`config.mk`:
```
export PLATFORM = sky130hd
export DESIGN_NAME = order_guard
export DESIGN_NICKNAME = d
export VERILOG_FILES = /design/src/rtl/oguard_pkg.sv /design/src/rtl/oguard_zone_match.sv /design/src/rtl/oguard_wqueue.sv /design/src/rtl/order_guard.sv
export SDC_FILE = /design/constraint.sdc
export NUM_CORES = 1
export LEC_CHECK = 0
export BUFFER_PORTS_ARGS = -buffer_cell sky130_fd_sc_hd__buf_4
export CORE_UTILIZATION = 52
export CTS_CLUSTER_DIAMETER = 100
export DETAILED_ROUTE_END_ITERATION = 16
export PLACE_DENSITY = 0.8
export SLEW_MARGIN = 20
export SYNTH_ARGS = -nofsm -noshare
export SYNTH_HDL_FRONTEND = slang
export SYNTH_HIERARCHICAL = 1
export SYNTH_SLANG_ARGS = --single-unit
```
`constraint.sdc`:
```
create_clock -name clk -period 3.4 [get_ports clk]
set_clock_uncertainty 0.1 [all_clocks]
set_input_delay 0.34 -clock clk [delete_from_list [all_inputs] [get_ports clk]]
set_output_delay 0.34 -clock clk [all_outputs]
set_load 0.02 [all_outputs]
```
`src/rtl/oguard_pkg.sv`:
```
package oguard_pkg;
  typedef enum logic [1:0] {
    ISS_NONE  = 2'd0,
    ISS_WRITE = 2'd1,
    ISS_RBUF  = 2'd2,
    ISS_RNEW  = 2'd3
  } issue_e;
endpackage

```
`src/rtl/oguard_zone_match.sv`:
```
module oguard_zone_match #(
  parameter int AW    = 16,
  parameter int NZONE = 2,
  parameter logic [NZONE*AW-1:0] ZONE_BASE  = '0,
  parameter logic [NZONE*AW-1:0] ZONE_LIMIT = '0
) (
  input  logic [AW-1:0]    addr,
  input  logic [NZONE-1:0] zone_en,
  output logic             hit
);
  logic [NZONE-1:0] in_zone;

  for (genvar z = 0; z < NZONE; z++) begin : g_zone
    assign in_zone[z] = zone_en[z]
                     && (addr >= ZONE_BASE[z*AW +: AW])
                     && (addr <= ZONE_LIMIT[z*AW +: AW]);
  end

  assign hit = |in_zone;
endmodule

```
`src/rtl/oguard_wqueue.sv`:
```
module oguard_wqueue #(
  parameter int AW    = 16,
  parameter int DW    = 16,
  parameter int DEPTH = 4
) (
  input  logic          clk,
  input  logic          rst,
  input  logic          push,
  input  logic [AW-1:0] push_addr,
  input  logic [DW-1:0] push_data,
  input  logic          push_prot,
  input  logic          pop,
  output logic [AW-1:0] head_addr,
  output logic [DW-1:0] head_data,
  output logic          empty,
  output logic          full,
  input  logic [AW-1:0] chk_addr,
  output logic          conflict
);
  localparam int PW = (DEPTH > 1) ? $clog2(DEPTH) : 1;
  localparam int CW = $clog2(DEPTH + 1);

  logic [AW-1:0]    addr_q [DEPTH];
  logic [DW-1:0]    data_q [DEPTH];
  logic [DEPTH-1:0] prot_q;
  logic [DEPTH-1:0] vld_q;
  logic [PW-1:0]    wptr, rptr;
  logic [CW-1:0]    cnt;
  logic [DEPTH-1:0] blocks;

  function automatic logic [PW-1:0] step(input logic [PW-1:0] p);
    return (p == PW'(DEPTH - 1)) ? '0 : p + 1'b1;
  endfunction

  always_ff @(posedge clk) begin
    if (push) begin
      addr_q[wptr] <= push_addr;
      data_q[wptr] <= push_data;
      prot_q[wptr] <= push_prot;
    end
  end

  always_ff @(posedge clk) begin
    if (rst) begin
      vld_q <= '0;
      wptr  <= '0;
      rptr  <= '0;
      cnt   <= '0;
    end else begin
      if (push) begin
        vld_q[wptr] <= 1'b1;
        wptr        <= step(wptr);
      end
      if (pop) begin
        vld_q[rptr] <= 1'b0;
        rptr        <= step(rptr);
      end
      case ({push, pop})
        2'b10:   cnt <= cnt + 1'b1;
        2'b01:   cnt <= cnt - 1'b1;
        default: cnt <= cnt;
      endcase
    end
  end

  for (genvar i = 0; i < DEPTH; i++) begin : g_cmp
    assign blocks[i] = vld_q[i] && (prot_q[i] || (addr_q[i] == chk_addr));
  end

  assign conflict  = |blocks;
  assign head_addr = addr_q[rptr];
  assign head_data = data_q[rptr];
  assign empty     = (cnt == '0);
  assign full      = (cnt == CW'(DEPTH));
endmodule

```
`src/rtl/order_guard.sv`:
```
module order_guard
  import oguard_pkg::*;
#(
  parameter int AW     = 16,
  parameter int DW     = 16,
  parameter int NZONE  = 2,
  parameter int QDEPTH = 4,
  parameter logic [NZONE*AW-1:0] ZONE_BASE  = {16'h6000, 16'h4000},
  parameter logic [NZONE*AW-1:0] ZONE_LIMIT = {16'h6FFF, 16'h4FFF}
) (
  input  logic             clk,
  input  logic             rst,
  input  logic             cfg_we,
  input  logic [NZONE-1:0] cfg_zone_en,
  input  logic             wr_req,
  input  logic [AW-1:0]    wr_addr,
  input  logic [DW-1:0]    wr_data,
  input  logic             rd_req,
  input  logic [AW-1:0]    rd_addr,
  output logic             cpu_busy,
  output logic [DW-1:0]    cpu_rdata,
  output logic             cpu_rvalid,
  output logic             bus_valid,
  output logic             bus_we,
  output logic [AW-1:0]    bus_addr,
  output logic [DW-1:0]    bus_wdata,
  input  logic             bus_ready,
  input  logic [DW-1:0]    bus_rdata
);
  logic [NZONE-1:0] zone_en;
  logic             rbuf_v;
  logic [AW-1:0]    rbuf_addr;
  logic             wr_prot, rd_prot;
  logic             wr_fire, rd_fire;
  logic             q_empty, q_full, q_conflict, q_pop;
  logic [AW-1:0]    q_addr;
  logic [DW-1:0]    q_data;
  logic             slot_free, rd_blocked;
  issue_e           issue;

  oguard_zone_match #(.AW(AW), .NZONE(NZONE), .ZONE_BASE(ZONE_BASE),
                      .ZONE_LIMIT(ZONE_LIMIT)) u_wzone (
    .addr(wr_addr), .zone_en(zone_en), .hit(wr_prot));

  oguard_zone_match #(.AW(AW), .NZONE(NZONE), .ZONE_BASE(ZONE_BASE),
                      .ZONE_LIMIT(ZONE_LIMIT)) u_rzone (
    .addr(rd_addr), .zone_en(zone_en), .hit(rd_prot));

  oguard_wqueue #(.AW(AW), .DW(DW), .DEPTH(QDEPTH)) u_queue (
    .clk(clk), .rst(rst),
    .push(wr_fire), .push_addr(wr_addr), .push_data(wr_data), .push_prot(wr_prot),
    .pop(q_pop), .head_addr(q_addr), .head_data(q_data),
    .empty(q_empty), .full(q_full),
    .chk_addr(rd_addr), .conflict(q_conflict));

  assign cpu_busy  = rbuf_v || q_full;
  assign wr_fire   = wr_req && !cpu_busy;
  assign rd_fire   = rd_req && !cpu_busy;
  assign slot_free = !bus_valid || bus_ready;

  // A new read must wait when any older write is protected, when the read
  // itself is protected and an older write exists, or on an address match.
  assign rd_blocked = q_conflict
                   || (rd_prot && (!q_empty || wr_fire))
                   || (wr_fire && (wr_prot || (wr_addr == rd_addr)));

  always_comb begin
    issue = ISS_NONE;
    if (slot_free) begin
      if (rbuf_v)                      issue = q_empty ? ISS_RBUF : ISS_WRITE;
      else if (rd_fire && !rd_blocked) issue = ISS_RNEW;
      else if (!q_empty)               issue = ISS_WRITE;
    end
  end

  assign q_pop = (issue == ISS_WRITE);

  always_ff @(posedge clk) begin
    if (rst) begin
      zone_en    <= '1;
      rbuf_v     <= 1'b0;
      rbuf_addr  <= '0;
      bus_valid  <= 1'b0;
      bus_we     <= 1'b0;
      bus_addr   <= '0;
      bus_wdata  <= '0;
      cpu_rvalid <= 1'b0;
      cpu_rdata  <= '0;
    end else begin
      if (cfg_we) zone_en <= cfg_zone_en;

      if (rd_fire && issue != ISS_RNEW) begin
        rbuf_v    <= 1'b1;
        rbuf_addr <= rd_addr;
      end else if (issue == ISS_RBUF) begin
        rbuf_v <= 1'b0;
      end

      if (slot_free) begin
        bus_valid <= (issue != ISS_NONE);
        case (issue)
          ISS_WRITE: begin bus_we <= 1'b1; bus_addr <= q_addr;    bus_wdata <= q_data; end
          ISS_RBUF:  begin bus_we <= 1'b0; bus_addr <= rbuf_addr; bus_wdata <= '0;     end
          ISS_RNEW:  begin bus_we <= 1'b0; bus_addr <= rd_addr;   bus_wdata <= '0;     end
          default:   begin bus_we <= 1'b0; end
        endcase
      end

      cpu_rvalid <= bus_valid && !bus_we && bus_ready;
      if (bus_valid && !bus_we && bus_ready) cpu_rdata <= bus_rdata;
    end
  end
endmodule

```
Word-level counts from Yosys, hierarchy flattened

Memory sizes are Yosys's and may differ from the RTL's. A register that Yosys moved wholly into a read port is not among the register bits.
Cells that the tools add are included.

Register bits after elaboration: 85
Bits in writable memories: 128
Input bits: 72
Output and inout bits: 52
Logic and storage cells: 125
Memories kept: 2

Add/sub/neg operators: 4
$lt $le $gt $ge: 12
Equal/unequal tests: 14
Mux-type cells: 27
Bitwise logic cells: 3
Reductions and logical operators: 49

Memories:

| memory         | words | bits a word | read ports | clocked after memory_dff | wr ports | RTL line            | source |
|---|---|---|---|---|---|---|---|
| u_queue.addr_q | 4     | 16          | 5          | 1                        | 1        | oguard_wqueue.sv:23 | `logic [AW-1:0] addr_q [DEPTH];` |
| u_queue.data_q | 4     | 16          | 1          | 1                        | 1        | oguard_wqueue.sv:24 | `logic [DW-1:0] data_q [DEPTH];` |

Operators with widths:

| operator                                                                            | number |
|---|---|
| 16-bit == test                                                                      | 5 |
| 16-bit by 15-bit >= comparator with 1-bit output (second input constant)            | 4 |
| 16-bit by 15-bit less-or-equal comparator with 1-bit output (second input constant) | 4 |
| 16-bit one-hot mux with 3 select lines                                              | 1 |
| 16-bit one-hot mux with 2 select lines                                              | 1 |
| 1-bit logical AND                                                                   | 22 |
| 2-bit 2-to-1 mux                                                                    | 10 |
| 4-bit 2-to-1 mux                                                                    | 3 |
| 2-bit == test (second input constant)                                               | 5 |
| 1-bit logical OR                                                                    | 10 |
| 1-bit 2-to-1 mux                                                                    | 8 |
| 2-bit nonzero test                                                                  | 4 |
| 2-bit by 3-bit < comparator with 1-bit output (second input constant)               | 2 |
| 3-bit one-hot mux with 2 select lines                                               | 1 |
| 2-bit OR reduction                                                                  | 3 |
| 1-bit logical NOT                                                                   | 5 |
| 2-bit by 1-bit adder with 2-bit output (second input constant)                      | 2 |
| 4-bit AND                                                                           | 1 |
| 4-bit bitwise mux                                                                   | 1 |
| 1-bit demux with 2-bit select                                                       | 2 |
| 2-bit by 1-bit == test with 1-bit output (second input constant)                    | 2 |
| 2-bit by 1-bit >= comparator with 1-bit output (second input constant)              | 2 |
| 4-bit inverter                                                                      | 1 |
| 4-bit OR                                                                            | 1 |
| 8 further kinds                                                                     | 9 |

Longest topological paths before layout

Gate-level depths: netlist of run 1.

Depth after elaboration: 17
Gate-level depth with buffers: 18
Mapped depth without buffers: 15

By module

Netlist of run 1, hierarchy kept.

Modules (own cells, without submodules):

| module            | instances | cells each | area each (um^2) | seq. area each (um^2) |
|---|---|---|---|---|
| oguard_wqueue     | 1         | 342        | 6209.7           | 4224.1 |
| order_guard       | 1         | 381        | 3184.3           | 1401.3 |
| oguard_zone_match | 2         | 2          | 25.0             | 0.0 |

Least setup slack after synthesis of run 1

No wires, ideal clock.

Path type: input-to-reg
Start: in rd_addr[15]
End: reg u_queue.cnt[2]
Setup time: 0.071 ns
Data arrival time: 3.248 ns
Required time: 3.229 ns
Path slack: -0.018 ns
Cell stages on the path: 18
Buffers on the path: 3
Cells stage by stage: buf_2 xnor2_1 nand4_1 nor4_1 o21ai_1 nand4_1 nor2_1 nand2_1 o21ai_2 buf_4 buf_4 nor2_1 ha_1 inv_1 fa_1 xor2_1 or3_1 a21oi_1

Elaborated cells between the ends (all ways): 38

RTL lines:

| what                                                                        | RTL line            | source |
|---|---|---|
| from (decl)                                                                 | order_guard.sv:19   | `input logic [AW-1:0] rd_addr,` |
| 16-bit == test                                                              | oguard_wqueue.sv:67 | `assign blocks[i] = vld_q[i] && (prot_q[i] \|\| (addr_q[i] == chk_addr));` |
| 1-bit logical OR                                                            | oguard_wqueue.sv:67 |  |
| 1-bit logical AND                                                           | oguard_wqueue.sv:67 |  |
| 4-bit OR reduction (*)                                                      | oguard_wqueue.sv:70 | `assign conflict = \|blocks;` |
| via q_conflict                                                              | order_guard.sv:35   | `logic q_empty, q_full, q_conflict, q_pop;` |
| 1-bit logical OR (*)                                                        | order_guard.sv:64   | `\|\| (rd_prot && (!q_empty \|\| wr_fire))` |
| 1-bit logical OR (*)                                                        | order_guard.sv:65   | `\|\| (wr_fire && (wr_prot \|\| (wr_addr == rd_addr)));` |
| 1-bit logical NOT (*)                                                       | order_guard.sv:71   | `else if (rd_fire && !rd_blocked) issue = ISS_RNEW;` |
| 1-bit logical AND (*)                                                       | order_guard.sv:71   |  |
| 2-bit 2-to-1 mux (*)                                                        | order_guard.sv:71   |  |
| 2-bit 2-to-1 mux (*)                                                        | order_guard.sv:70   | `if (rbuf_v) issue = q_empty ? ISS_RBUF : ISS_WRITE;` |
| 2-bit 2-to-1 mux (*)                                                        | order_guard.sv:69   | `if (slot_free) begin` |
| 2-bit by 1-bit == test with 1-bit output (*)                                | order_guard.sv:76   | `assign q_pop = (issue == ISS_WRITE);` |
| via q_pop                                                                   | order_guard.sv:35   |  |
| 2-bit by 1-bit == test with 1-bit output or 2-bit == test (tied branches)   | oguard_wqueue.sv:58 | `case ({push, pop})` |
| 3-bit one-hot mux with 2 select lines or 2-bit nonzero test (tied branches) | --                  |  |
| to (signal assigned)                                                        | oguard_wqueue.sv:59 | `2'b10: cnt <= cnt + 1'b1;` |
| to (signal assigned)                                                        | oguard_wqueue.sv:60 | `2'b01: cnt <= cnt - 1'b1;` |
| to (signal assigned)                                                        | oguard_wqueue.sv:61 | `default: cnt <= cnt;` |
| to (decl)                                                                   | oguard_wqueue.sv:28 | `logic [CW-1:0] cnt;` |

The timed path passes the listed nets; every way through them passes the cells marked *.
A chain may end at the register's enable or synchronous reset.

==> results of run 1 <==
-- worst max-delay path: cells and delay by family (launching register included) --
| family | cells | cell delay [ns] |
|---|---|---|
| adders and majority gates | 2 | 0.56 |
| buffers and inverters | 1 | 0.06 |
| and+or+nand+nor | 7 | 1.25 |
| DFF | 1 | 0.41 |
| AOI/OAI and AO/OA | 3 | 0.32 |
| xor gates and xnor gates | 2 | 0.39 |
-- repair_timing --
action	4_1_cts	5_1_grt
resized for setup	0	3
setup endpoints to repair	0	1
hold endpoints to repair	146	0
buffers inserted	0	1
hold buffers	52	0
-- final cells by class --
cell class	count	area (um^2)	share of cell area, %
clock buffers	28	624.3	5.269
clock inverters	13	110.1	0.9293
repair buffers	198	1642	13.85
well taps	225	281.5	2.376
diodes	1	2.502	0.02112
multi-input cells	421	3401	28.70
inverters	43	161.4	1.362
flip-flops and latches	215	5627	47.49
-- stage by stage --
| stage | instance area, um^2 | instances | utilization, % |
|---|---|---|---|
| 6_report | 11850 | 1144 | 67.57 |
| 3_5_place_dp | 10560 | 1049 | 60.24 |
| 4_1_cts | 11820 | 1142 | 67.39 |
| 3_3_place_gp | 10560 | 1049 | 60.24 |
| 2_1_floorplan | 9447 | 727 | - |
| 5_1_grt | 11850 | 1144 | 67.57 |
-- registers in the layout (all words and copies together) (netlist names), 2 cells and up, named ones only --
signal	flops
u_queue/addr_q	64
u_queue/data_q	64
bus_addr	16
bus_wdata	16
cpu_rdata	16
rbuf_addr	16
u_queue/prot_q	4
u_queue/vld_q	4
u_queue/cnt	3
u_queue/rptr	2
u_queue/wptr	2
zone_en	2
-- worst min path at each step --
stage	start	endpoint	slack (ns)	depth (start not counted)
floorplan	u_queue/vld_q[3]	u_queue/vld_q[3]	0.33	1
global placement	cpu_rdata[13]	cpu_rdata[13]	0.34	2
detailed placement	cpu_rdata[11]	cpu_rdata[11]	0.35	2
CTS	rd_addr[8]	bus_addr[8]	0.04	3
global route	rd_addr[2]	bus_addr[2]	0.06	3
finish	rd_addr[8]	bus_addr[8]	0.06	3
-- routing by layer --
layer | vias to the layer above | wire (um) | global-route usage [%]
li1 | 2974 | - | -
met1 | 3179 | 9302 | 32.86
met2 | 268 | 11440 | 42.72
met3 | 53 | 1583 | 4.444
met4 | 0 | 717 | 9.198
met5 | - | 0 | 0
-- cell families (layout without fill, tap and decap cells) --
group                      count (synthesis)  count (layout)
xor gates and xnor gates                  82              82
AOI/OAI and AO/OA                        110             110
DFF                                      215             215
adders and majority gates                 10              10
other                                      0               1
muxes                                     54              54
buffers and inverters                     91             282
and+or+nand+nor                          165             165
-- power breakdown --
part | switching (mW) | internal, mW | leakage, nW
logic | 1.57 | 1.22 | 2.21
registers | 0.316 | 3.24 | 1.89
clock network | 0.981 | 1.45 | 0.361
-- cell usage in the layout (no fill, tap or decap), types with 6 or more instances in the layout --
cell type,instances
sky130_fd_sc_hd__a221oi_1,6
sky130_fd_sc_hd__o31ai_1,16
sky130_fd_sc_hd__o21ai_0,19
sky130_fd_sc_hd__a221oi_2,10
sky130_fd_sc_hd__dlygate4sd3_1,52
sky130_fd_sc_hd__ha_1,9
sky130_fd_sc_hd__clkbuf_16,23
sky130_fd_sc_hd__nand4_1,21
sky130_fd_sc_hd__clkinv_1,6
sky130_fd_sc_hd__nor2_1,61
sky130_fd_sc_hd__nand3_1,17
sky130_fd_sc_hd__a21oi_1,43
sky130_fd_sc_hd__nand2_1,37
sky130_fd_sc_hd__xnor2_1,78
sky130_fd_sc_hd__mux2i_1,22
sky130_fd_sc_hd__buf_4,144
sky130_fd_sc_hd__inv_1,43
sky130_fd_sc_hd__edfxtp_1,132
sky130_fd_sc_hd__dfxtp_1,82
sky130_fd_sc_hd__mux4_2,32
==> impl_results.html, run 1 <==
<table>
<tr><th>Metric</th><th>Value</th></tr>
<tr><th colspan="2">Outcome</th></tr>
<tr><td>Run status</td><td>finished, final reports clean</td></tr>
<tr><th colspan="2">Floorplanning</th></tr>
<tr><td>Effective utilization at floorplan</td><td>53.85%</td></tr>
<tr><td>Standard-cell rows</td><td>48</td></tr>
<tr><td>Die width</td><td>136.8 um</td></tr>
<tr><td>Vertical die dimension</td><td>136.8 um</td></tr>
<tr><td>Boundary Pins</td><td>124</td></tr>
<tr><td>Area enclosed by the die boundary</td><td>18700 um^2</td></tr>
<tr><td>Core Area</td><td>17540 um^2</td></tr>
<tr><th colspan="2">Synth</th></tr>
<tr><td>Seq/Total Area, Yosys</td><td>59.57%</td></tr>
<tr><td>Gate count of the mapped netlist</td><td>727</td></tr>
<tr><td>Dominant cell type by area after synthesis</td><td>sky130_fd_sc_hd__edfxtp_1</td></tr>
<tr><td>Post-synthesis compound-gate area fraction</td><td>8.055%</td></tr>
<tr><td>Synthesized area per cell</td><td>12.99 um^2</td></tr>
<tr><td>Synthesized netlist net count</td><td>809</td></tr>
<tr><td>Top area cells in the synthesized netlist</td><td>sky130_fd_sc_hd__edfxtp_1, sky130_fd_sc_hd__dfxtp_1, sky130_fd_sc_hd__mux4_2, sky130_fd_sc_hd__xnor2_1, sky130_fd_sc_hd__nor2_1</td></tr>
<tr><td>Yosys warning total</td><td>6</td></tr>
<tr><td>Most common cell in the netlist</td><td>sky130_fd_sc_hd__edfxtp_1</td></tr>
<tr><td>Post-synthesis simple-gate area fraction</td><td>8.492%</td></tr>
<tr><td>Number of different library cells in the post-synthesis netlist</td><td>48</td></tr>
<tr><td>Post-Synth Adder-Cell Area</td><td>1.404%</td></tr>
<tr><td>Xor/xnor share of the synthesized area</td><td>7.684%</td></tr>
<tr><td>Portion of netlist area occupied by mux cells</td><td>9.963%</td></tr>
<tr><td>Count of flip-flops with a built-in enable after synthesis</td><td>132</td></tr>
<tr><td>Most frequent cells after synthesis</td><td>sky130_fd_sc_hd__edfxtp_1, sky130_fd_sc_hd__dfxtp_1, sky130_fd_sc_hd__xnor2_1</td></tr>
<tr><td>Main combinational cell family by area after synthesis</td><td>multiplexers</td></tr>
<tr><td>Share of the synthesized area in the top cell type</td><td>41.97%</td></tr>
<tr><td>Combined area of all synthesized cells</td><td>9444 um^2</td></tr>
<tr><td>Share of flip-flops with an asynchronous set or reset after synthesis</td><td>0%</td></tr>
<tr><td>Count of state elements after synthesis</td><td>215</td></tr>
<tr><td>Synth Flop Type</td><td>sky130_fd_sc_hd__edfxtp_1</td></tr>
<tr><th colspan="2">Worst setup path</th></tr>
<tr><td>Reg-to-reg setup timing slack</td><td>0.22 ns</td></tr>
<tr><td>Last element of the critical path</td><td>u_queue/cnt[2]</td></tr>
<tr><td>Worst path most repeated cell</td><td>sky130_fd_sc_hd__nand4_1</td></tr>
<tr><td>Cell depth of the worst flop-to-flop path</td><td>15</td></tr>
<tr><td>Capturing element type of the critical path</td><td>register</td></tr>
<tr><td>Arrival time of the worst setup path</td><td>3.51 ns</td></tr>
<tr><td>Highest fanout seen on the critical path</td><td>3</td></tr>
<tr><td>Critical path type</td><td>register to register</td></tr>
<tr><td>Master of the slowest instance on the critical path</td><td>sky130_fd_sc_hd__edfxtp_1</td></tr>
<tr><td>Delay of the slowest critical-path stage</td><td>0.41 ns</td></tr>
<tr><td>Startpoint types</td><td>register</td></tr>
<tr><td>Source of the critical timing path</td><td>u_queue/addr_q[1][0]</td></tr>
<tr><td>Critical Path, Cell by Cell</td><td>xnor2_1 -&gt; nand4_1 -&gt; nor4_1 -&gt; o21ai_1 -&gt; nand4_1 -&gt; nor2_1 -&gt; nand2_1 -&gt; o21ai_2 -&gt; nor2_2 -&gt; ha_1 -&gt; inv_1 -&gt; fa_1 -&gt; xor2_1 -&gt; or3_1 -&gt; a21oi_1</td></tr>
<tr><td>Critical path data required time</td><td>3.73 ns</td></tr>
<tr><td>RR Startpoint</td><td>u_queue/addr_q[1][0]</td></tr>
<tr><td>Crit Reg-Reg Endpoint</td><td>u_queue/cnt[2]</td></tr>
<tr><th colspan="2">Drt</th></tr>
<tr><td>Total vias in the final route</td><td>6474</td></tr>
<tr><td>Violation count after the first detailed-routing iteration</td><td>566</td></tr>
<tr><td>Avg WL per Cell</td><td>20.14 um</td></tr>
<tr><td>Final WL</td><td>23040 um</td></tr>
<tr><td>Number of remaining DRC errors</td><td>0</td></tr>
<tr><td>Vias per cell</td><td>5.659</td></tr>
<tr><td>Count of antenna-violating nets left after detailed routing</td><td>0</td></tr>
<tr><td>First-pass iteration count of the detailed router</td><td>5</td></tr>
<tr><th colspan="2">Global route</th></tr>
<tr><td>Number of global-route vias before repair</td><td>6512</td></tr>
<tr><td>Grt total ovfl</td><td>0</td></tr>
<tr><td>Initial antenna violation count</td><td>1</td></tr>
<tr><td>Global-route wire length before repair</td><td>35510 um</td></tr>
<tr><td>Pin count of the biggest net entering global routing</td><td>37</td></tr>
<tr><td>Overall fraction of global-route tracks in use</td><td>25.36%</td></tr>
<tr><th colspan="2">Clocking</th></tr>
<tr><td>Clock transition at the registers of the reported paths</td><td>0.06 ns</td></tr>
<tr><td>Maximum clock insertion buffer count</td><td>3</td></tr>
<tr><td>TritonCTS buffer count</td><td>23</td></tr>
<tr><td>CTS tree</td><td>built</td></tr>
<tr><td>Maximum level of the CTS H-tree</td><td>1</td></tr>
<tr><td>CTS Root Cell</td><td>sky130_fd_sc_hd__clkbuf_16</td></tr>
<tr><td>Clock net sink count</td><td>215</td></tr>
<tr><td>Skew-Pair Late Insertion Delay</td><td>0.50 ns</td></tr>
<tr><th colspan="2">Finish</th></tr>
<tr><td>Fill cell total of the finished layout</td><td>1268</td></tr>
<tr><td>Area growth from synthesis to final layout</td><td>25.46%</td></tr>
<tr><td>Nets</td><td>984</td></tr>
<tr><td>Share of cells above drive strength 1</td><td>26.36%</td></tr>
<tr><th colspan="2">Timing</th></tr>
<tr><td>Setup tns final</td><td>0 ns</td></tr>
<tr><td>Final slew viol count</td><td>0</td></tr>
<tr><td>Portion of the clock cycle consumed by the worst path in the final layout</td><td>93.49%</td></tr>
<tr><td>Worst hold margin</td><td>0.05722 ns</td></tr>
<tr><td>Worst slew pin tran</td><td>1.008 ns</td></tr>
<tr><td>Fmax achieved</td><td>0.3146 GHz</td></tr>
<tr><td>Final critical delay including setup and external delays</td><td>3.179 ns</td></tr>
<tr><td>Setup slack after layout</td><td>0.2213 ns</td></tr>
<tr><td>Final hold viol count</td><td>0</td></tr>
<tr><td>Worst rel slew slack</td><td>32.70%</td></tr>
<tr><td>Number of failing setup endpoints in the final timing report</td><td>0</td></tr>
<tr><th colspan="2">Place</th></tr>
<tr><td>Number of buffers inserted by port buffering</td><td>123</td></tr>
<tr><td>Dpl ws</td><td>0.1332 ns</td></tr>
<tr><td>Detailed placer's ending HPWL</td><td>14590 um</td></tr>
<tr><td>Final weighted congestion of routability-driven global placement</td><td>0.8295</td></tr>
<tr><th colspan="2">Hold path</th></tr>
<tr><td>Worst min-delay path category</td><td>input port to register</td></tr>
<tr><th colspan="2">Power</th></tr>
<tr><td>VDD IR-drop max</td><td>0.5712 mV</td></tr>
<tr><td>Final total power</td><td>8.776 mW</td></tr>
<tr><td>Leakage</td><td>4.461 nW</td></tr>
<tr><td>PD cells</td><td>740.7 nW/um^2</td></tr>
<tr><th colspan="2">Flow run</th></tr>
<tr><td>Number of maximum-capacitance violations</td><td>0</td></tr>
</table>
No activity file was read; power rests on OpenSTA's default activity.
==> run 2: changes to the inputs <==
--- a/config.mk
+++ b/config.mk
@@ -13,5 +13,4 @@
 export SLEW_MARGIN = 20
 export SYNTH_ARGS = -nofsm -noshare
 export SYNTH_HDL_FRONTEND = slang
-export SYNTH_HIERARCHICAL = 1
 export SYNTH_SLANG_ARGS = --single-unit
==> run 2 against run 1 <==
- final cell count rose by 1.1%
- maximum frequency rose by 2.5%
- routed wire length rose by 5.0%
- utilization fell by 1.1 points
- highest routed layer unchanged
- worst setup slack improved by 0.077 ns
- critical path depth did not move
- worst hold slack improved by 0.010 ns
- register-to-register slack improved by 0.09 ns
- clock-buffer cell count did not move
- cell area rose by 1.8%
- sequential share of layout area fell by 0.82 points
- via count rose by 6.3%
==> impl_results.html, run 2 <==
<table>
<tr><th>Metric</th><th>Value</th></tr>
<tr><th colspan="2">Outcome</th></tr>
<tr><td>Run status</td><td>finished, final reports clean</td></tr>
<tr><th colspan="2">Finish</th></tr>
<tr><td>Fill cell total of the finished layout</td><td>1287 (+1.5%)</td></tr>
<tr><td>Reg area</td><td>5627 um^2 (unchanged)</td></tr>
<tr><td>Leading cell types in the layout, fill and taps excluded</td><td>sky130_fd_sc_hd__buf_4, sky130_fd_sc_hd__edfxtp_1, sky130_fd_sc_hd__nand2_1, sky130_fd_sc_hd__dfxtp_1, sky130_fd_sc_hd__xor2_1</td></tr>
<tr><td>Share of cells above drive strength 1</td><td>25.89% (-0.47 points)</td></tr>
<tr><td>Area used by multi-input combinational logic</td><td>3747 um^2 (+10%)</td></tr>
<tr><td>Post-layout utilization of the core</td><td>66.44% (-1.1 points)</td></tr>
<tr><td>Nets</td><td>993 (+0.91%)</td></tr>
<tr><td>Biggest regs</td><td>u_queue.addr_q x64, u_queue.data_q x64</td></tr>
<tr><td>Area growth from synthesis to final layout</td><td>23.79%</td></tr>
<tr><td>Most common library cell in the layout ignoring fill and taps</td><td>sky130_fd_sc_hd__buf_4</td></tr>
<tr><th colspan="2">Place</th></tr>
<tr><td>Number of buffers inserted by port buffering</td><td>123 (unchanged)</td></tr>
<tr><td>Final weighted congestion of routability-driven global placement</td><td>0.8897 (+7.3%)</td></tr>
<tr><td>Dpl ws</td><td>0.2986 ns (+0.1654 ns)</td></tr>
<tr><td>Detailed placer's ending HPWL</td><td>15890 um (+9.0%)</td></tr>
<tr><th colspan="2">Timing</th></tr>
<tr><td>Setup tns final</td><td>0 ns (unchanged)</td></tr>
<tr><td>Setup repair after global routing missed its margin</td><td>no</td></tr>
<tr><td>Worst rel slew slack</td><td>39.38% (+6.7 points)</td></tr>
<tr><td>Final critical delay including setup and external delays</td><td>3.102 ns (-0.07662 ns)</td></tr>
<tr><td>Final slew viol count</td><td>0 (unchanged)</td></tr>
<tr><td>Fmax achieved</td><td>0.3224 GHz (+2.5%)</td></tr>
<tr><td>Setup slack after layout</td><td>0.2979 ns (+0.07662 ns)</td></tr>
<tr><td>Number of failing setup endpoints in the final timing report</td><td>0 (unchanged)</td></tr>
<tr><td>Worst slew pin tran</td><td>0.9011 ns (-0.1070 ns)</td></tr>
<tr><td>Final hold viol count</td><td>0 (unchanged)</td></tr>
<tr><td>Portion of the clock cycle consumed by the worst path in the final layout</td><td>91.24% (-2.3 points)</td></tr>
<tr><th colspan="2">Synth</th></tr>
<tr><td>Most common cell in the netlist</td><td>sky130_fd_sc_hd__edfxtp_1</td></tr>
<tr><td>Seq/Total Area, Yosys</td><td>57.75% (-1.8 points)</td></tr>
<tr><td>Synth Flop Type</td><td>sky130_fd_sc_hd__edfxtp_1</td></tr>
<tr><td>Share of the synthesized area in the top cell type</td><td>40.69% (-1.3 points)</td></tr>
<tr><td>Number of different library cells in the post-synthesis netlist</td><td>55 (+15%)</td></tr>
<tr><td>Dominant cell type by area after synthesis</td><td>sky130_fd_sc_hd__edfxtp_1</td></tr>
<tr><td>Synthesized netlist net count</td><td>828 (+2.3%)</td></tr>
<tr><td>Combined area of all synthesized cells</td><td>9741 um^2 (+3.1%)</td></tr>
<tr><td>Share of flip-flops with an asynchronous set or reset after synthesis</td><td>0% (unchanged)</td></tr>
<tr><td>Top area cells in the synthesized netlist</td><td>sky130_fd_sc_hd__edfxtp_1, sky130_fd_sc_hd__dfxtp_1, sky130_fd_sc_hd__mux4_2, sky130_fd_sc_hd__xor2_1, sky130_fd_sc_hd__nand2_1</td></tr>
<tr><td>Count of flip-flops with a built-in enable after synthesis</td><td>132 (unchanged)</td></tr>
<tr><td>Most frequent cells after synthesis</td><td>sky130_fd_sc_hd__edfxtp_1, sky130_fd_sc_hd__nand2_1, sky130_fd_sc_hd__dfxtp_1</td></tr>
<tr><td>Synthesized area per cell</td><td>13.06 um^2 (+0.51%)</td></tr>
<tr><td>Yosys warning total</td><td>0 (-6)</td></tr>
<tr><td>Gate count of the mapped netlist</td><td>746 (+2.6%)</td></tr>
<tr><td>Count of state elements after synthesis</td><td>215 (unchanged)</td></tr>
<tr><th colspan="2">Global route</th></tr>
<tr><td>Number of global-route vias before repair</td><td>6797 (+4.4%)</td></tr>
<tr><td>Pin count of the biggest net entering global routing</td><td>58 (+57%)</td></tr>
<tr><td>Grt total ovfl</td><td>0 (unchanged)</td></tr>
<tr><td>Global-route wire length before repair</td><td>37960 um (+6.9%)</td></tr>
<tr><td>Initial antenna violation count</td><td>0 (-1)</td></tr>
<tr><td>Overall fraction of global-route tracks in use</td><td>25.49% (+0.13 points)</td></tr>
<tr><th colspan="2">Power</th></tr>
<tr><td>PD cells</td><td>769.7 nW/um^2 (+3.9%)</td></tr>
<tr><td>VDD IR-drop max</td><td>0.4216 mV (-26%)</td></tr>
<tr><td>Leakage</td><td>4.358 nW (-2.3%)</td></tr>
<tr><td>Final total power</td><td>9.281 mW (+5.7%)</td></tr>
<tr><th colspan="2">Floorplanning</th></tr>
<tr><td>Boundary Pins</td><td>124 (unchanged)</td></tr>
<tr><td>Core Area</td><td>18150 um^2 (+3.5%)</td></tr>
<tr><td>Vertical die dimension</td><td>138.9 um (+1.5%)</td></tr>
<tr><td>Die width</td><td>138.9 um (+1.5%)</td></tr>
<tr><td>Area enclosed by the die boundary</td><td>19280 um^2 (+3.1%)</td></tr>
<tr><td>Effective utilization at floorplan</td><td>53.67% (-0.18 points)</td></tr>
<tr><td>Standard-cell rows</td><td>49 (+2.1%)</td></tr>
<tr><th colspan="2">Worst setup path</th></tr>
<tr><td>Worst path most repeated cell</td><td>sky130_fd_sc_hd__o21ai_1</td></tr>
<tr><td>Critical path type</td><td>input port to register</td></tr>
<tr><td>Startpoint types</td><td>input port</td></tr>
<tr><td>Master of the slowest instance on the critical path</td><td>sky130_fd_sc_hd__dlygate4sd3_1</td></tr>
<tr><td>Source of the critical timing path</td><td>wr_addr[1]</td></tr>
<tr><td>Arrival time of the worst setup path</td><td>3.43 ns (-0.08 ns)</td></tr>
<tr><td>Capturing element type of the critical path</td><td>register</td></tr>
<tr><td>Delay of the slowest critical-path stage</td><td>0.53 ns (+0.12 ns)</td></tr>
<tr><td>RR Startpoint</td><td>u_queue.addr_q[0][6]</td></tr>
<tr><td>Critical Path, Cell by Cell</td><td>dlygate4sd3_1 -&gt; buf_4 -&gt; xnor2_1 -&gt; nand4_1 -&gt; nor4_1 -&gt; o21ai_1 -&gt; nand4_2 -&gt; o21ai_1 -&gt; inv_2 -&gt; ha_1 -&gt; inv_1 -&gt; fa_1 -&gt; xor2_1 -&gt; or3_1 -&gt; a21oi_1</td></tr>
<tr><td>Highest fanout seen on the critical path</td><td>5 (+2)</td></tr>
<tr><td>Critical path data required time</td><td>3.73 ns (about the same)</td></tr>
<tr><th colspan="2">Drt</th></tr>
<tr><td>Count of antenna-violating nets left after detailed routing</td><td>0 (unchanged)</td></tr>
<tr><td>Final WL</td><td>24190 um (+5.0%)</td></tr>
<tr><td>Violation count after the first detailed-routing iteration</td><td>816 (+44%)</td></tr>
<tr><td>First-pass iteration count of the detailed router</td><td>7 (+2)</td></tr>
<tr><td>Total vias in the final route</td><td>6884 (+6.3%)</td></tr>
<tr><td>Avg WL per Cell</td><td>20.91 um (+3.8%)</td></tr>
<tr><td>Number of remaining DRC errors</td><td>0 (unchanged)</td></tr>
<tr><td>Vias per cell</td><td>5.950 (+5.1%)</td></tr>
<tr><th colspan="2">Clocking</th></tr>
<tr><td>Skew-Pair Late Insertion Delay</td><td>0.50 ns (about the same)</td></tr>
<tr><td>Clock net sink count</td><td>215 (unchanged)</td></tr>
<tr><td>CTS Root Cell</td><td>sky130_fd_sc_hd__clkbuf_16</td></tr>
<tr><td>TritonCTS buffer count</td><td>22 (-4.3%)</td></tr>
<tr><td>CTS tree</td><td>built</td></tr>
<tr><td>Clock transition at the registers of the reported paths</td><td>0.06 ns (about the same)</td></tr>
<tr><td>Maximum clock insertion buffer count</td><td>3 (unchanged)</td></tr>
<tr><td>Maximum level of the CTS H-tree</td><td>1 (unchanged)</td></tr>
<tr><th colspan="2">Hold path</th></tr>
<tr><td>Startpoint of the worst hold path</td><td>rd_addr[6]</td></tr>
<tr><td>Worst min-delay path category</td><td>input port to register</td></tr>
<tr><th colspan="2">Flow run</th></tr>
<tr><td>Number of maximum-capacitance violations</td><td>0 (unchanged)</td></tr>
</table>
[run 2: power by group]
part	internal [mW]	switching [mW]	total (mW)
Clock	1.41	0.972	2.38
Combinational	1.39	1.97	3.36
Sequential	3.26	0.282	3.54
[run 2: area by class of cell]
cell class                 count  share of cell area [%]
sequential                   215                   46.66
inverter                      11                  0.3424
timing repair buffer         198                   13.61
tap                          229                   2.376
clock buffer                  28                   5.012
clock inverter                12                  0.8924
multi-input combinational    463                   31.08
antenna                        1                 0.02075
[run 2: per-layer routing]
layer / global-route usage [%] / share of wire [%] / vias up
met1: 34.98 / 41 / 3364
met3: 5.352 / 9.7 / 53
met2: 41.04 / 46 / 351
met4: 7.427 / 2.4 / 0
li1: - / - / 3116
met5: 0 / 0 / -
[run 2: final timing paths]
path | to | slack (ns) | depth (start not counted)
worst max-delay path | u_queue.cnt[2] | 0.30 | 15
worst min-delay path | rbuf_addr[6] | 0.07 | 3
worst max register to register | u_queue.cnt[2] | 0.31 | 13
worst min register to register | cpu_rdata[5] | 0.35 | 2
[run 2: critical path, delay by kind of cell]
| kind | cells | cell delay [ns] |
|---|---|---|
| and+or+nand+nor | 4 | 0.99 |
| adders and majority gates | 2 | 0.54 |
| xor gates and xnor gates | 2 | 0.35 |
| buffers and inverters | 4 | 0.83 |
| AOI/OAI and AO/OA | 3 | 0.38 |
[run 2: what timing repair did]
item	CTS	global route
gates resized for setup	0	0
buffers inserted	0	0
hold buffers	52	0
hold endpoints to repair	146	0
[run 2: kinds of logic after synthesis]
group / after synthesis / synth area share, %
adder cells (fa/ha/maj): 10 / 1.362
XOR/XNOR: 82 / 7.373
multiplexers: 52 / 9.467
flip-flops: 215 / 57.75
AO/OA/AOI/OAI: 125 / 10.07
buffers and inverters: 68 / 3.854
AND/OR/NAND/NOR: 194 / 10.12
[run 2: per-stage QoR]
stage	instances	hold slack (ns)	area, um^2
floorplan	746	0.3389	9741
global placement	1064	0.3445	10820
detailed placement	1064	0.3479	10820
CTS	1156	0.06094	12050
global route	1156	0.06776	12060
finish	1157	0.06741	12060
==> run 3: changes to the inputs <==
--- a/config.mk
+++ b/config.mk
@@ -5,12 +5,13 @@
 export SDC_FILE = /design/constraint.sdc
 export NUM_CORES = 1
 export LEC_CHECK = 0
+export ABC_AREA = 1
 export BUFFER_PORTS_ARGS = -buffer_cell sky130_fd_sc_hd__buf_4
-export CORE_UTILIZATION = 52
+export CORE_UTILIZATION = 63
 export CTS_CLUSTER_DIAMETER = 100
 export DETAILED_ROUTE_END_ITERATION = 16
-export PLACE_DENSITY = 0.8
-export SLEW_MARGIN = 20
+export PLACE_DENSITY = 0.9
+export SLEW_MARGIN = 25
 export SYNTH_ARGS = -nofsm -noshare
 export SYNTH_HDL_FRONTEND = slang
 export SYNTH_SLANG_ARGS = --single-unit
==> constraint.sdc (replaced) <==
create_clock -name clk -period 3.8 [get_ports clk]
set_clock_uncertainty 0.1 [all_clocks]
set_input_delay 0.38 -clock clk [delete_from_list [all_inputs] [get_ports clk]]
set_output_delay 0.38 -clock clk [all_outputs]
set_load 0.02 [all_outputs]
==> run 3 against run 2 <==
- clock-buffer cell count up 2
- flip-flop and latch count is the same
- combinational power is 6.5% higher
- register-to-register slack gained 0.23 ns
- via count grew 32%
- first-iteration DRC count increased by 38%
- routed wire length up 16%
==> impl_results.html, run 3 <==
<table>
<tr><th>Metric</th><th>Value</th></tr>
<tr><th colspan="2">Synth</th></tr>
<tr><td>Synthesized area per cell</td><td>8.512 um^2 (-35%)</td></tr>
<tr><td>Most common cell in the netlist</td><td>sky130_fd_sc_hd__nand2_1</td></tr>
<tr><td>Gate count of the mapped netlist</td><td>1190 (+60%)</td></tr>
<tr><td>Combined area of all synthesized cells</td><td>10130 um^2 (+4.0%)</td></tr>
<tr><td>Top area cells in the synthesized netlist</td><td>sky130_fd_sc_hd__edfxtp_1, sky130_fd_sc_hd__dfxtp_1, sky130_fd_sc_hd__nand2_1, sky130_fd_sc_hd__nor2_1, sky130_fd_sc_hd__o21ai_0</td></tr>
<tr><td>Synthesized netlist net count</td><td>1272 (+54%)</td></tr>
<tr><td>Share of the synthesized area in the top cell type</td><td>39.13% (-1.6 points)</td></tr>
<tr><td>Yosys warning total</td><td>0 (unchanged)</td></tr>
<tr><td>Count of flip-flops with a built-in enable after synthesis</td><td>132 (unchanged)</td></tr>
<tr><td>Count of state elements after synthesis</td><td>215 (unchanged)</td></tr>
<tr><td>Share of flip-flops with an asynchronous set or reset after synthesis</td><td>0% (unchanged)</td></tr>
<tr><td>Seq/Total Area, Yosys</td><td>55.53% (-2.2 points)</td></tr>
<tr><td>Most frequent cells after synthesis</td><td>sky130_fd_sc_hd__nand2_1, sky130_fd_sc_hd__nor2_1, sky130_fd_sc_hd__edfxtp_1</td></tr>
<tr><td>Synth Flop Type</td><td>sky130_fd_sc_hd__edfxtp_1</td></tr>
<tr><td>Number of different library cells in the post-synthesis netlist</td><td>28 (-49%)</td></tr>
<tr><td>Dominant cell type by area after synthesis</td><td>sky130_fd_sc_hd__edfxtp_1</td></tr>
<tr><th colspan="2">Place</th></tr>
<tr><td>Instance area after placement</td><td>11070 um^2 (+2.3%)</td></tr>
<tr><td>Detailed placer's ending HPWL</td><td>16770 um (+5.5%)</td></tr>
<tr><td>Number of buffers inserted by port buffering</td><td>123 (unchanged)</td></tr>
<tr><td>Instance count after placement with tap cells included</td><td>1472 (+38%)</td></tr>
<tr><td>Final weighted congestion of routability-driven global placement</td><td>0.8890 (about the same)</td></tr>
<tr><td>Dpl ws</td><td>0.4658 ns (+0.1672 ns)</td></tr>
<tr><th colspan="2">Drt</th></tr>
<tr><td>Met2 wire length</td><td>13680 um (+22%)</td></tr>
<tr><td>Final WL</td><td>28050 um (+16%)</td></tr>
<tr><td>Detailed-routed wire length on met3</td><td>2803 um (+20%)</td></tr>
<tr><td>Number of remaining DRC errors</td><td>0 (unchanged)</td></tr>
<tr><td>Highest routing layer actually used</td><td>met4</td></tr>
<tr><td>Vias per cell</td><td>5.905 (-0.75%)</td></tr>
<tr><td>Routed metal-1 wirelength</td><td>10160 um (+1.3%)</td></tr>
<tr><td>Avg WL per Cell</td><td>18.17 um (-13%)</td></tr>
<tr><td>First-pass iteration count of the detailed router</td><td>6 (-1)</td></tr>
<tr><td>Total vias in the final route</td><td>9118 (+32%)</td></tr>
<tr><td>Count of antenna-violating nets left after detailed routing</td><td>0 (unchanged)</td></tr>
<tr><td>Violation count after the first detailed-routing iteration</td><td>1128 (+38%)</td></tr>
<tr><th colspan="2">Worst setup path</th></tr>
<tr><td>Critical path data required time</td><td>4.09 ns (+0.36 ns)</td></tr>
<tr><td>Crit Reg-Reg Endpoint</td><td>u_queue.cnt[2]</td></tr>
<tr><td>Startpoint types</td><td>input port</td></tr>
<tr><td>Critical path depth in cells</td><td>17 (+2)</td></tr>
<tr><td>Master of the slowest instance on the critical path</td><td>sky130_fd_sc_hd__dlygate4sd3_1</td></tr>
<tr><td>RR Startpoint</td><td>u_queue.cnt[2]</td></tr>
<tr><td>Buffering stage count on the worst path with inverters included</td><td>4 (unchanged)</td></tr>
<tr><td>Last element of the critical path</td><td>u_queue.cnt[2]</td></tr>
<tr><td>Top Family by Delay on Critical Path</td><td>buffers and inverters</td></tr>
<tr><td>Arrival time of the worst setup path</td><td>3.60 ns (+0.17 ns)</td></tr>
<tr><td>Capturing element type of the critical path</td><td>register</td></tr>
<tr><td>Cell depth of the worst flop-to-flop path</td><td>16 (+3)</td></tr>
<tr><td>Highest fanout seen on the critical path</td><td>11 (+6)</td></tr>
<tr><td>Critical path type</td><td>input port to register</td></tr>
<tr><td>Source of the critical timing path</td><td>wr_addr[13]</td></tr>
<tr><td>Worst path most repeated cell</td><td>sky130_fd_sc_hd__a21oi_1</td></tr>
<tr><td>Delay of the slowest critical-path stage</td><td>0.56 ns (+0.03 ns)</td></tr>
<tr><td>Critical Path, Cell by Cell</td><td>dlygate4sd3_1 -&gt; buf_4 -&gt; mux2_2 -&gt; nand4_1 -&gt; a21oi_1 -&gt; nor2_1 -&gt; nand2_2 -&gt; nand2_2 -&gt; nand3_1 -&gt; inv_2 -&gt; ha_1 -&gt; inv_1 -&gt; fa_1 -&gt; a21oi_1 -&gt; o21ai_0 -&gt; o21ai_0 -&gt; a21oi_1</td></tr>
<tr><td>Reg-to-reg setup timing slack</td><td>0.54 ns (+0.23 ns)</td></tr>
<tr><th colspan="2">Clocking</th></tr>
<tr><td>TritonCTS buffer count</td><td>22 (unchanged)</td></tr>
<tr><td>Maximum level of the CTS H-tree</td><td>1 (unchanged)</td></tr>
<tr><td>Clock net sink count</td><td>215 (unchanged)</td></tr>
<tr><td>CTS Root Cell</td><td>sky130_fd_sc_hd__clkbuf_16</td></tr>
<tr><td>Skew-Pair Late Insertion Delay</td><td>0.52 ns (+0.02 ns)</td></tr>
<tr><td>Maximum clock insertion buffer count</td><td>3 (unchanged)</td></tr>
<tr><td>CTS tree</td><td>built</td></tr>
<tr><td>Clock transition at the registers of the reported paths</td><td>0.06 ns (about the same)</td></tr>
<tr><th colspan="2">Finish</th></tr>
<tr><td>ANT cells</td><td>0 (-1)</td></tr>
<tr><td>Share of cells above drive strength 1</td><td>15.45% (-10 points)</td></tr>
<tr><td>Area growth from synthesis to final layout</td><td>19.61%</td></tr>
<tr><td>Most common library cell in the layout ignoring fill and taps</td><td>sky130_fd_sc_hd__nand2_1</td></tr>
<tr><td>Biggest regs</td><td>u_queue.addr_q x64, u_queue.data_q x64</td></tr>
<tr><td>Leading cell types in the layout, fill and taps excluded</td><td>sky130_fd_sc_hd__nand2_1, sky130_fd_sc_hd__nor2_1, sky130_fd_sc_hd__buf_4, sky130_fd_sc_hd__edfxtp_1, sky130_fd_sc_hd__o21ai_0</td></tr>
<tr><td>Area of all placed cells without fillers</td><td>12120 um^2 (+0.49%)</td></tr>
<tr><td>Nets</td><td>1399 (+41%)</td></tr>
<tr><td>Number of non-filler instances in the completed layout</td><td>1544 (+33%)</td></tr>
<tr><th colspan="2">Hold path</th></tr>
<tr><td>Startpoint of the worst hold path</td><td>bus_rdata[11]</td></tr>
<tr><td>Worst min-delay path category</td><td>input port to register</td></tr>
<tr><th colspan="2">Floorplanning</th></tr>
<tr><td>Area enclosed by the die boundary</td><td>16590 um^2 (-14%)</td></tr>
<tr><td>Core Area</td><td>15430 um^2 (-15%)</td></tr>
<tr><td>Vertical die dimension</td><td>128.8 um (-7.2%)</td></tr>
<tr><td>Standard-cell rows</td><td>45 (-8.2%)</td></tr>
<tr><td>Effective utilization at floorplan</td><td>65.66% (+12 points)</td></tr>
<tr><td>Boundary Pins</td><td>124 (unchanged)</td></tr>
<tr><td>Die width</td><td>128.8 um (-7.2%)</td></tr>
<tr><th colspan="2">Global route</th></tr>
<tr><td>Overall fraction of global-route tracks in use</td><td>34.40% (+8.9 points)</td></tr>
<tr><td>Pin count of the biggest net entering global routing</td><td>57 (-1.7%)</td></tr>
<tr><td>Initial antenna violation count</td><td>0 (unchanged)</td></tr>
<tr><td>Grt total ovfl</td><td>0 (unchanged)</td></tr>
<tr><td>Global-route wire length before repair</td><td>43760 um (+15%)</td></tr>
<tr><td>Number of global-route vias before repair</td><td>8805 (+30%)</td></tr>
<tr><th colspan="2">Timing</th></tr>
<tr><td>Number of failing setup endpoints in the final timing report</td><td>0 (unchanged)</td></tr>
<tr><td>Setup slack after layout</td><td>0.4826 ns (+0.1847 ns)</td></tr>
<tr><td>Setup repair after global routing missed its margin</td><td>no</td></tr>
<tr><td>Portion of the clock cycle consumed by the worst path in the final layout</td><td>87.30%</td></tr>
<tr><td>Worst slew pin tran</td><td>1.044 ns (+0.1432 ns)</td></tr>
<tr><td>Worst rel slew slack</td><td>30.31% (-9.1 points)</td></tr>
<tr><td>Final hold viol count</td><td>0 (unchanged)</td></tr>
<tr><td>Final slew viol count</td><td>0 (unchanged)</td></tr>
<tr><td>Final critical delay including setup and external delays</td><td>3.317 ns</td></tr>
<tr><td>Setup tns final</td><td>0 ns (unchanged)</td></tr>
<tr><td>Fmax achieved</td><td>0.3014 GHz</td></tr>
<tr><th colspan="2">Power</th></tr>
<tr><td>PD cells</td><td>746.4 nW/um^2 (-3.0%)</td></tr>
<tr><td>VDD IR-drop max</td><td>0.5457 mV (+29%)</td></tr>
<tr><td>Leakage</td><td>5.340 nW (+23%)</td></tr>
<tr><th colspan="2">Outcome</th></tr>
<tr><td>Run status</td><td>finished, final reports clean</td></tr>
<tr><th colspan="2">Flow run</th></tr>
<tr><td>Number of maximum-capacitance violations</td><td>0 (unchanged)</td></tr>
</table>
-- run 3: layout make-up --
| class | instances | area [um^2] |
|---|---|---|
| Clock buffer | 30 | 590.6 |
| Clock inverter | 10 | 133.9 |
| Fill cell | 1006 | 3311 |
| Inverter | 110 | 412.9 |
| Multi-Input combinational cell | 795 | 3710 |
| Sequential cell | 215 | 5627 |
| Tap cell | 211 | 264.0 |
| Timing Repair Buffer | 173 | 1379 |
-- run 3: worst min-delay path by stage --
stage | slack [ns] | to | cells past startpoint
global route | 0.003 | u_queue.addr_q[2][6] | 1
CTS | 0.001 | cpu_rdata[11] | 3
global placement | 0.35 | rbuf_addr[0] | 2
detailed placement | 0.35 | rbuf_addr[3] | 2
floorplan | 0.34 | rbuf_addr[10] | 2
finish | 0.0006 | cpu_rdata[11] | 3
-- run 3: tightest hold or removal path, stage by stage --
cell and delay [ns]:
sky130_fd_sc_hd__buf_4 0.08, sky130_fd_sc_hd__nor2_1 0.03, sky130_fd_sc_hd__nor2_1 0.08
-- run 3: cells by family after synthesis --
group / share of synthesized area [%]
flops: 55.53
xor+xnor: 1.729
fa+ha+maj: 1.309
simple gates: 23.22
mux: 0.1112
buf+inv: 8.140
compound gates: 9.956
-- run 3: timing repair --
item | CTS | global route
endpoints found under the hold margin | 106 | 0
setup buffers | 0 | 0
resized for setup | 0 | 0
hold buffers | 32 | 0
-- run 3: through the flow --
stage | power (mW) | hold slack [ns] | utilization, %
2_1_floorplan | 5.554 | 0.3404 | -
6_report | 9.044 | 0.0005689 | 78.54
3_3_place_gp | 6.590 | 0.3491 | 71.77
3_5_place_dp | 6.688 | 0.3549 | 71.77
5_1_grt | 9.474 | 0.002550 | 78.54
4_1_cts | 8.915 | 0.001424 | 78.54
-- run 3: where the power goes --
| part | switching [mW] | internal [mW] |
|---|---|---|
| sequential | 0.309 | 2.96 |
| clock | 0.895 | 1.30 |
| combinational | 2.44 | 1.14 |
| total | 3.65 | 5.40 |
-- run 3: metal layers --
layer / vias to the layer above / GRT usage [%]
met2: 617 / 58.28
li1: 4180 / -
met5: - / 0
met3: 143 / 6.445
met1: 4178 / 41.63
met4: 0 / 19.10
